## src/rtl/mohot_pkg.sv

```systemverilog
package mohot_pkg;
  localparam int unsigned MAX_RING = 32;

  // code of state idx: home (0) is all zero, state k has bit k-1 set
  function automatic logic [MAX_RING-1:0] state_code(input int unsigned idx);
    logic [MAX_RING-1:0] c;
    c = '0;
    if (idx > 0) c[idx-1] = 1'b1;
    return c;
  endfunction

  function automatic int unsigned pop_count(input logic [MAX_RING-1:0] v);
    int unsigned n;
    n = 0;
    for (int i = 0; i < MAX_RING; i++) n += v[i];
    return n;
  endfunction
endpackage

```

## src/rtl/mohot_ring.sv

```systemverilog
module mohot_ring #(
  parameter int unsigned W = 3
) (
  input  logic         clk,
  input  logic         rst,
  input  logic [W-1:0] fault_mask,
  output logic [W-1:0] state_d,
  output logic [W-1:0] state_q
);
  logic         at_home;
  logic [W-1:0] shifted;

  always_comb begin
    at_home = ~|state_q;
    shifted = {state_q[W-2:0], at_home};
    state_d = rst ? '0 : (shifted ^ fault_mask);
  end

  always_ff @(posedge clk) begin
    state_q <= state_d;
  end


  shift_path_chk: assert property (@(posedge clk) disable iff (rst)
    (fault_mask == '0) |=> (state_q[W-1:1] == $past(state_q[W-2:0])));


  home_restart_chk: assert property (@(posedge clk) disable iff (rst)
    (fault_mask == '0 && state_q == '0) |=> (state_q == {{(W-1){1'b0}}, 1'b1}));


  token_drain_chk: assert property (@(posedge clk) disable iff (rst)
    (fault_mask == '0 && $countones(state_q) > 1)
      |=> ($countones(state_q) <= $countones($past(state_q))));
endmodule

```

## src/rtl/mohot_phase_dec.sv

```systemverilog
module mohot_phase_dec
  import mohot_pkg::*;
#(
  parameter int unsigned W         = 3,
  parameter int unsigned STATE_IDX = 1
) (
  input  logic         clk,
  input  logic         rst,
  input  logic [W-1:0] state_d,
  input  logic [W-1:0] state_q,
  output logic         phase_q
);
  localparam logic [MAX_RING-1:0] CODE_FULL = state_code(STATE_IDX);
  localparam logic [W-1:0]        CODE      = CODE_FULL[W-1:0];

  always_ff @(posedge clk) begin
    if (rst) phase_q <= 1'b0;
    else     phase_q <= (state_d == CODE);
  end


  phase_match_chk: assert property (@(posedge clk) disable iff (rst)
    phase_q == (state_q == CODE));
endmodule

```

## src/rtl/mohot_token_mon.sv

```systemverilog
module mohot_token_mon
  import mohot_pkg::*;
#(
  parameter int unsigned W = 3
) (
  input  logic         clk,
  input  logic         rst,
  input  logic [W-1:0] state_d,
  input  logic [W-1:0] state_q,
  output logic         multi_q
);
  logic [MAX_RING-1:0] wide_d;
  logic                many_d;

  always_comb begin
    wide_d        = '0;
    wide_d[W-1:0] = state_d;
    many_d        = (pop_count(wide_d) > 1);
  end

  always_ff @(posedge clk) begin
    if (rst) multi_q <= 1'b0;
    else     multi_q <= many_d;
  end


  multi_flag_chk: assert property (@(posedge clk) disable iff (rst)
    multi_q == ($countones(state_q) > 1));
endmodule

```

## src/rtl/mohot_sequencer.sv

```systemverilog
module mohot_sequencer #(
  parameter int unsigned N_STATES  = 4,
  parameter int unsigned PH1_STATE = 1,
  parameter int unsigned PH2_STATE = 3
) (
  input  logic                clk,
  input  logic                rst,
  input  logic [N_STATES-2:0] fault_mask,
  output logic [N_STATES-2:0] state_o,
  output logic                phase1_o,
  output logic                phase2_o,
  output logic                multi_tok_o
);
  localparam int unsigned W        = N_STATES - 1;
  localparam int unsigned N_PHASES = 2;
  localparam int unsigned PH_IDX [N_PHASES] = '{PH1_STATE, PH2_STATE};

  logic [W-1:0]        state_d;
  logic [W-1:0]        state_q;
  logic [N_PHASES-1:0] phase_q;

  mohot_ring #(.W(W)) u_ring (
    .clk        (clk),
    .rst        (rst),
    .fault_mask (fault_mask),
    .state_d    (state_d),
    .state_q    (state_q)
  );

  for (genvar g = 0; g < N_PHASES; g++) begin : g_phase
    mohot_phase_dec #(.W(W), .STATE_IDX(PH_IDX[g])) u_dec (
      .clk     (clk),
      .rst     (rst),
      .state_d (state_d),
      .state_q (state_q),
      .phase_q (phase_q[g])
    );
  end

  mohot_token_mon #(.W(W)) u_mon (
    .clk     (clk),
    .rst     (rst),
    .state_d (state_d),
    .state_q (state_q),
    .multi_q (multi_tok_o)
  );

  assign state_o  = state_q;
  assign phase1_o = phase_q[0];
  assign phase2_o = phase_q[1];


  phase_disjoint_chk: assert property (@(posedge clk) disable iff (rst)
    !(phase1_o && phase2_o));


  ring_start_chk: assert property (@(posedge clk) disable iff (rst)
    (fault_mask == '0 && state_o == {{(W-1){1'b0}}, 1'b1})
      |=> (state_o == {{(W-2){1'b0}}, 2'b10}));
endmodule

```

## config.mk

```make
export PLATFORM = sky130hd
export DESIGN_NAME = mohot_sequencer
export DESIGN_NICKNAME = d
export VERILOG_FILES = /design/src/rtl/mohot_pkg.sv /design/src/rtl/mohot_ring.sv /design/src/rtl/mohot_phase_dec.sv /design/src/rtl/mohot_token_mon.sv /design/src/rtl/mohot_sequencer.sv
export SDC_FILE = /design/constraint.sdc
export NUM_CORES = 1
export LEC_CHECK = 0
export BUFFER_PORTS_ARGS = -buffer_cell sky130_fd_sc_hd__clkbuf_2
export CORE_AREA = 5 5 42 44
export CTS_CLUSTER_DIAMETER = 200
export DETAILED_ROUTE_END_ITERATION = 10
export DIE_AREA = 0 0 47 49
export PLACE_DENSITY = 0.41
export SKIP_CTS_REPAIR_TIMING = 1
export SLEW_MARGIN = 10
export SYNTH_ARGS = -nofsm -noshare
export SYNTH_HDL_FRONTEND = slang
export SYNTH_SLANG_ARGS = --single-unit
```

## constraint.sdc

```tcl
create_clock -name clk -period 1.7 [get_ports clk]
set_input_delay 0.34 -clock clk [delete_from_list [all_inputs] [get_ports clk]]
set_output_delay 0.34 -clock clk [all_outputs]
set_load 0.05 [all_outputs]
```

After elaboration in Yosys (flattened, before gate mapping)
Cells that the tools add are included.
{"block": "word_totals", "wordCells": 13, "out_inout_bits": 6, "ff_bits": 6}
{"block": "op_classes", "reduce_logical": 2, "n_bitwise": 1, "order_cmp": 1, "eq_ne": 2, "addsub": 2, "mux": 1}
{"cell": "$add A32 B1 Y32", "count": 1}
{"cell": "$gt A32 B1 Y1 const B", "count": 1}
{"cell": "$eq A3 B1 Y1 const B", "count": 1}
{"cell": "$eq A3 B3 Y1 const B", "count": 1}
{"cell": "$mux W3", "count": 1}
{"cell": "$reduce_or A3 Y1", "count": 1}
{"cell": "$xor A3 B3 Y3", "count": 1}
{"cell": "$add A1 B1 Y2", "count": 1}
{"cell": "$logic_not A1 Y1", "count": 1}

Logic depth before layout (Yosys ltp)
Gate-level depths: netlist of the first run.
{"block": "logic_depth", "ltp_word": 7, "mapped_depth": 5}

Hierarchy
A second synthesis of the first run with hierarchy kept.
{"block": "hier_totals", "cells_unflattened": 18, "area_unflattened_um2": 216.5}
{"mod": "mohot_ring", "area_per_inst_um2": 105.1, "cells_each": 10, "seq_area_each_um2": 60.1, "instances": 1}
{"mod": "mohot_phase_dec", "area_per_inst_um2": 35.0, "cells_each": 2, "seq_area_each_um2": 20.0, "instances": 2}
{"mod": "mohot_token_mon", "area_per_inst_um2": 41.3, "cells_each": 4, "seq_area_each_um2": 20.0, "instances": 1}

Least setup slack after synthesis of the first run
OpenSTA, ideal clock, no wires.
{"block": "synth_timing", "path_type": "register to register", "from": "reg u_ring.state_q[1]", "to": "reg g_phase[0].u_dec.phase_q", "path_buffers": 0, "setup_time_ns": 0.116, "arrival_ns": 1.471, "path_stages_with_launch": 5, "path_slack_ns": 0.114, "path_cell_list": "dfxtp_1 nor3_4 mux2_4 ha_1 and3b_1"}
{"block": "synth_between", "elab_chain_cells": 5}
{"item": "start: declaration", "line": "mohot_ring.sv:8", "rtl": "output logic [W-1:0] state_q"}
{"item": "start signal: assignment", "line": "mohot_ring.sv:20", "rtl": "state_q <= state_d;"}
{"item": "$reduce_or A3 Y1", "line": "mohot_ring.sv:14", "rtl": "at_home = ~|state_q;"}
{"item": "$logic_not A1 Y1", "line": "mohot_ring.sv:14"}
{"item": "$xor A3 B3 Y3", "line": "mohot_ring.sv:16", "rtl": "state_d = rst ? '0 : (shifted ^ fault_mask);"}
{"item": "$mux W3", "line": "mohot_ring.sv:16"}
{"item": "net g_phase[0].u_dec.state_d[0]", "line": "mohot_phase_dec.sv:9", "rtl": "input logic [W-1:0] state_d,"}
{"item": "$eq A3 B1 Y1", "line": "mohot_phase_dec.sv:18", "rtl": "else phase_q <= (state_d == CODE);"}
{"item": "end signal: assignment", "line": "mohot_phase_dec.sv:18"}
{"item": "end: declaration", "line": "mohot_phase_dec.sv:11", "rtl": "output logic phase_q"}
The timed path passes the listed nets, and every way through them passes these cells.
A chain may end at the register's enable or synchronous reset.

Worst setup path in the final report of the first run
{"block": "layout_timing", "from": "reg u_ring.state_q[0]", "to": "reg g_phase[0].u_dec.phase_q"}
Same word-level chain as after synthesis.

==> metrics.csv, run 1 <==
metric,value,unit
cp.arrival,1.53,ns
pwr-share-seq,39.3,%
synthSimpleGateAreaFrac,24.7,%
synth_compound_area_share,2.16,%
cts_buffers,3,
setup_ws,0.295,ns
pwr-share-clk,29.9,%
p_per_area,1130,mW/mm2
port_buffers,10,
fin_tns_setup,0,ns
core,0.00140,mm2
drtIter0Drc,3,
worstMarginPinSlew,0.278,ns
crit_family,simple AND/OR/NAND/NOR gates,
end_kind,flip-flop,
synth_top_family_by_area,simple AND/OR/NAND/NOR gates,
crit_buf_inv,0,
net-switching-power,150,uW
cp.required,1.82,ns
first_pass_iters,3,
die_area,0.00230,mm2
clkLatencyLatePin,0.24,ns
start_util,20.6,%
vias,205,
drt-wirelength-per-cell,9.15,um
status,"complete, no violations",
nets,47,
synth_mux_area_share,8.66,%
die_h,49,um
gr-usage-all-layers,5.99,%
ios,11,
antennaDiodeCount,0,
placed_area,359,um2
fmax,712,MHz
setup_viol_count_final,0,
detail-route-antenna-nets,0,
most-common-layout-cells,"clkbuf_2 (10), dfxtp_1 (6), ha_1 (3), clkbuf_4 (3)",
startpoint_type,flip-flop,
final-hold-violation-count,0,
avgSynthCellArea,12.0,um2
vias_per_cell,3.87,
cts_tree,yes,
drc,0,
grt_max_degree,10,
min_period,1.40,ns
cts-root-buf,clkbuf_4,
synth-adder-area-share,13.0,%
layout-drive-gt1-share,45.9,%
ys_seq_area_share,41.6,%
ys_ff_latch,6,
gp_congestion,0.803,
post-route-period-util,82.6,%
netlist_instances,24,
grt_pass1_vias,210,
cts.sinks,6,
dp_hpwl,421,um
max_slew_margin,81.5,%
ctsLongestPathBuffers,2,
rows,14,
drt_wl_total,485,um
cpPeakStageDelay,0.35,ns
total_power,432,uW
maxCapViolCount,0,
die_w,47,um
skew,0.00594,ns
h-tree-depth,1,
area_delta_synth_final,32.0,%
p_leak,0.188,nW
combPwrFrac,30.8,%
p_int,282,uW
hold_path.class,input port to flip-flop,
synth_nets,32,
grt_pass1_wl,890,um
whs,0.377,ns
syn_area,289,um2
place_ws,0.287,ns
synth-xor-area-share,8.66,%
yosysUniqueCellTypes,15,
swShare,34.7,%
slew_violations,0,
ys_warn_count,0,
overflow,0,
layout_commonest_cell,clkbuf_2,
rsz0062_at_grt,false,
nFillCells,158,
cts.clk_slew.worst_paths,0.05,ns
antenna_found_initial,0,
finish.instance_area,382,um2
path_max_fanout,3,
path_cells,"nor3_4, mux2_4, ha_1, and3b_1",
crit_type,flip-flop to flip-flop,
critPathSlowestCell,dfxtp_1,
vdd_drop_max,235,uV
## flip-flops by register name (all words and copies together), names as in the netlist
register,count
g_phase.u_dec.phase_q,2
u_ring.state_q,3
u_mon.multi_q,1
## worst paths after layout
kind	endpoint	depth (start not counted)	slack [ns]	start
worst max-delay path	g_phase[0].u_dec.phase_q	4	0.30	u_ring.state_q[0]
worst min-delay path	u_ring.state_q[2]	2	0.38	rst
worst max register to register	g_phase[0].u_dec.phase_q	4	0.30	u_ring.state_q[0]
worst min register to register	u_ring.state_q[2]	2	0.65	u_ring.state_q[1]
## through the flow
step,instances,util [%]
floorplan,24,-
global placement,50,25.6
detailed placement,50,25.6
CTS,53,27.2
global route,53,27.2
finish,53,27.2
## metal layers
layer | vias up | wire (um) | GRT usage, %
met5 | - | 0 | 0
met2 | 9 | 215 | 7.24
met4 | 0 | 37 | 8.29
met1 | 86 | 206 | 6.39
met3 | 4 | 26 | 2.21
li1 | 106 | - | -
## power groups by stage
stage / Clock (mW) / Sequential [mW] / Combinational, mW
after floorplan: 0 / 0.225 / 0.0501
after global placement: 0 / 0.173 / 0.134
after detailed placement: 0 / 0.173 / 0.135
after CTS: 0.133 / 0.170 / 0.135
after global routing: 0.143 / 0.172 / 0.144
final: 0.129 / 0.170 / 0.133
## final cells by class
class	count	area (um2)	share of cell area, %
Timing Repair Buffer	10	50.0	13.1
Tap cell	16	20.0	5.25
Inverter	1	3.75	0.984
Sequential cell	6	120	31.5
Clock buffer	3	22.5	5.90
Multi-Input combinational cell	17	165	43.3
## Yosys cell counts
cell type | count | share of area [%]
mux2i_1 | 1 | 3.5
nor3_4 | 1 | 5.6
nor2b_1 | 1 | 2.2
xor2_1 | 1 | 3.0
nor3b_2 | 1 | 4.3
xnor2_2 | 1 | 5.6
and3b_1 | 1 | 3.0
mux2_4 | 1 | 5.2
nand2b_1 | 2 | 4.3
ha_1 | 3 | 13
nor2_1 | 2 | 2.6
dfxtp_1 | 6 | 42
and2b_1 | 1 | 2.6
o22ai_1 | 1 | 2.2
inv_1 | 1 | 1.3
## logic make-up after synthesis
kind of cell               after synthesis
and+or+nand+nor                          9
adders and majority gates                3
AOI/OAI and AO/OA                        1
xor gates and xnor gates                 2
buffers and inverters                    1
DFF                                      6
muxes                                    2
Note: power is estimated with default switching activity, not from simulation.
==> run 2: changes to the inputs <==
--- a/config.mk
+++ b/config.mk
@@ -10,7 +10,7 @@
 export CTS_CLUSTER_DIAMETER = 200
 export DETAILED_ROUTE_END_ITERATION = 10
 export DIE_AREA = 0 0 47 49
-export PLACE_DENSITY = 0.41
+export PLACE_DENSITY = 0.42
 export SKIP_CTS_REPAIR_TIMING = 1
 export SLEW_MARGIN = 10
 export SYNTH_ARGS = -nofsm -noshare
==> constraint.sdc (replaced) <==
create_clock -name clk -period 1.2 [get_ports clk]
set_input_delay 0.24 -clock clk [delete_from_list [all_inputs] [get_ports clk]]
set_output_delay 0.24 -clock clk [all_outputs]
set_load 0.05 [all_outputs]
==> run 2 against run 1 <==
Effect of this change:
- the flow now finishes with violations (setup timing)
- critical endpoint unchanged
- fmax rose by 3.4%
- highest routed layer unchanged
- largest power group unchanged
- non-clock buffer count rose by 2
- setup slack got worse by 0.45 ns
- via count rose by 6.3%
==> metrics.csv, run 2 (synthesis gave the netlist of run 1 again) <==
metric,value,unit,change
drc,0,,unchanged
overflow,0,,unchanged
fmax,736,MHz,+3.4%
pwr-share-clk,31.1,%,+1.2 points
p_per_area,1520,mW/mm2,+35%
detail-route-antenna-nets,0,,unchanged
path_depth,4,,unchanged
gr-usage-all-layers,6.21,%,+0.22 points
die_h,49,um,unchanged
ctsLongestPathBuffers,2,,unchanged
worstMarginPinSlew,0.278,ns,+0.000330 ns
cts_buffers,3,,unchanged
maxCapViolCount,0,,unchanged
most-common-layout-cells,"clkbuf_2 (9), clkbuf_4 (3), dfxtp_1 (3), buf_4 (3), dfxtp_4 (3)",,
pwr-share-seq,36.6,%,-2.7 points
slew_violations,0,,unchanged
crit_type,flip-flop to flip-flop,,
reg2regPathDepth,4,,unchanged
p_leak,0.199,nW,+6.2%
final-hold-violation-count,0,,unchanged
die_w,47,um,unchanged
finish.instance_area,429,um2,+12%
end_kind,flip-flop,,
rsz0062_at_grt,true,,
min_period,1.36,ns,-0.0459 ns
core,0.00140,mm2,unchanged
cts.sinks,6,,unchanged
max_slew_margin,81.5,%,about the same
whs,0.323,ns,-0.0541 ns
drt_wl_total,568,um,+17%
antenna_found_initial,0,,unchanged
area_delta_synth_final,48.5,%,
path_max_fanout,3,,unchanged
vias_per_cell,3.89,,+0.64%
setup_viol_count_final,2,,+2
path_cells,"nor3_4, mux2_4, ha_4, and3b_1",,
place_ws,-0.165,ns,-0.452 ns
grt_max_degree,7,,-3
hold_path.class,input port to flip-flop,,
cts-root-buf,clkbuf_4,,
net-switching-power,227,uW,+52%
cpPeakStageDelay,0.35,ns,about the same
clkLatencyLatePin,0.25,ns,about the same
cp.required,1.34,ns,-0.48 ns
status,"finished, violations left",,
crit_buf_inv,0,,unchanged
first_pass_iters,2,,-1
ios,11,,unchanged
dp_hpwl,465,um,+10%
cp.arrival,1.50,ns,-0.03 ns
cts.clk_slew.worst_paths,0.05,ns,about the same
fin_tns_setup,-0.308,ns,-0.308 ns
antennaDiodeCount,0,,unchanged
nFillCells,155,,-1.9%
die_area,0.00230,mm2,unchanged
drt-wirelength-per-cell,10.1,um,+11%
port_buffers,10,,unchanged
layout_commonest_cell,clkbuf_2,,
layout-drive-gt1-share,60.0,%,+14 points
placed_area,400,um2,+11%
min_path_cells,3,,+1
rows,14,,unchanged
cts_tree,yes,,
startpoint_type,flip-flop,,
start_util,20.6,%,unchanged
vdd_drop_max,288,uV,+23%
largest_registers,"u_ring.state_q x3, g_phase.u_dec.phase_q x2, u_mon.multi_q x1",,
nets,49,,+4.3%
skew,0.00358,ns,-0.00236 ns
post-route-period-util,113,%,+31 points
setup_ws,-0.159,ns,-0.454 ns
largest_register_ffs,3,,unchanged
critPathSlowestCell,mux2_4,,
gp_congestion,0.658,,-18%
p_int,426,uW,+51%
total_power,654,uW,+51%
swShare,34.8,%,+0.12 points
grt_pass1_wl,959,um,+7.8%
h-tree-depth,1,,unchanged
vias,218,,+6.3%
crit_family,simple AND/OR/NAND/NOR gates,,
drtIter0Drc,1,,-2
combPwrFrac,32.3,%,+1.5 points
grt_pass1_vias,263,,+25%
violations,setup timing,,
largest_register,u_ring.state_q,,
## run 2: changes by cell type in the layout (fill, tap and decap cells not counted), sizes merged
| cell | before | now |
|---|---|---|
| buf | 0 | 3 |
## run 2: routing by layer
metal	GRT usage, %	up-vias	part of all wire [%]
met5	0	-	0
met4	9.68	0	4.9
met3	0.369	3	6.7
met2	9.95	9	53
met1	4.87	94	35
li1	-	112	-
## run 2: stage by stage
| stage | utilization [%] | std cells |
|---|---|---|
| 4_1_cts | 30.4 | 56 |
| 6_report | 30.6 | 56 |
| 3_5_place_dp | 28.6 | 52 |
| 5_1_grt | 30.6 | 56 |
| 3_3_place_gp | 28.6 | 52 |
| 2_1_floorplan | - | 24 |
## run 2: layout make-up
| type | count | area (um2) | share of cell area, % |
|---|---|---|---|
| Timing Repair Buffer | 12 | 67.6 | 15.7 |
| Clock buffer | 4 | 26.3 | 6.12 |
| Inverter | 1 | 3.75 | 0.875 |
| Sequential cell | 6 | 131 | 30.6 |
| Tap cell | 16 | 20.0 | 4.66 |
| Multi-Input combinational cell | 17 | 180 | 42.0 |
## run 2: power by group through the flow
stage / logic, mW / clock network [mW] / registers, mW
after floorplan: 0.0756 / 0 / 0.322
after CTS: 0.213 / 0.213 / 0.241
after detailed placement: 0.211 / 0 / 0.244
final: 0.211 / 0.203 / 0.239
after global routing: 0.226 / 0.220 / 0.242
after global placement: 0.208 / 0 / 0.243
## run 2: path summary, 6_finish.rpt
| kind | start | slack (ns) | to |
|---|---|---|---|
| worst max-delay path | u_ring.state_q[2] | -0.16 | g_phase[0].u_dec.phase_q |
| worst max register to register | u_ring.state_q[2] | -0.16 | g_phase[0].u_dec.phase_q |
| worst min register to register | u_ring.state_q[1] | 0.65 | u_ring.state_q[0] |
| worst min-delay path | rst | 0.32 | u_ring.state_q[2] |
## run 2: worst register-to-register path: stages (launching register included)
cell	delay (ns)
dfxtp_4	0.34
nor3_4	0.23
mux2_4	0.35
ha_4	0.16
and3b_1	0.17
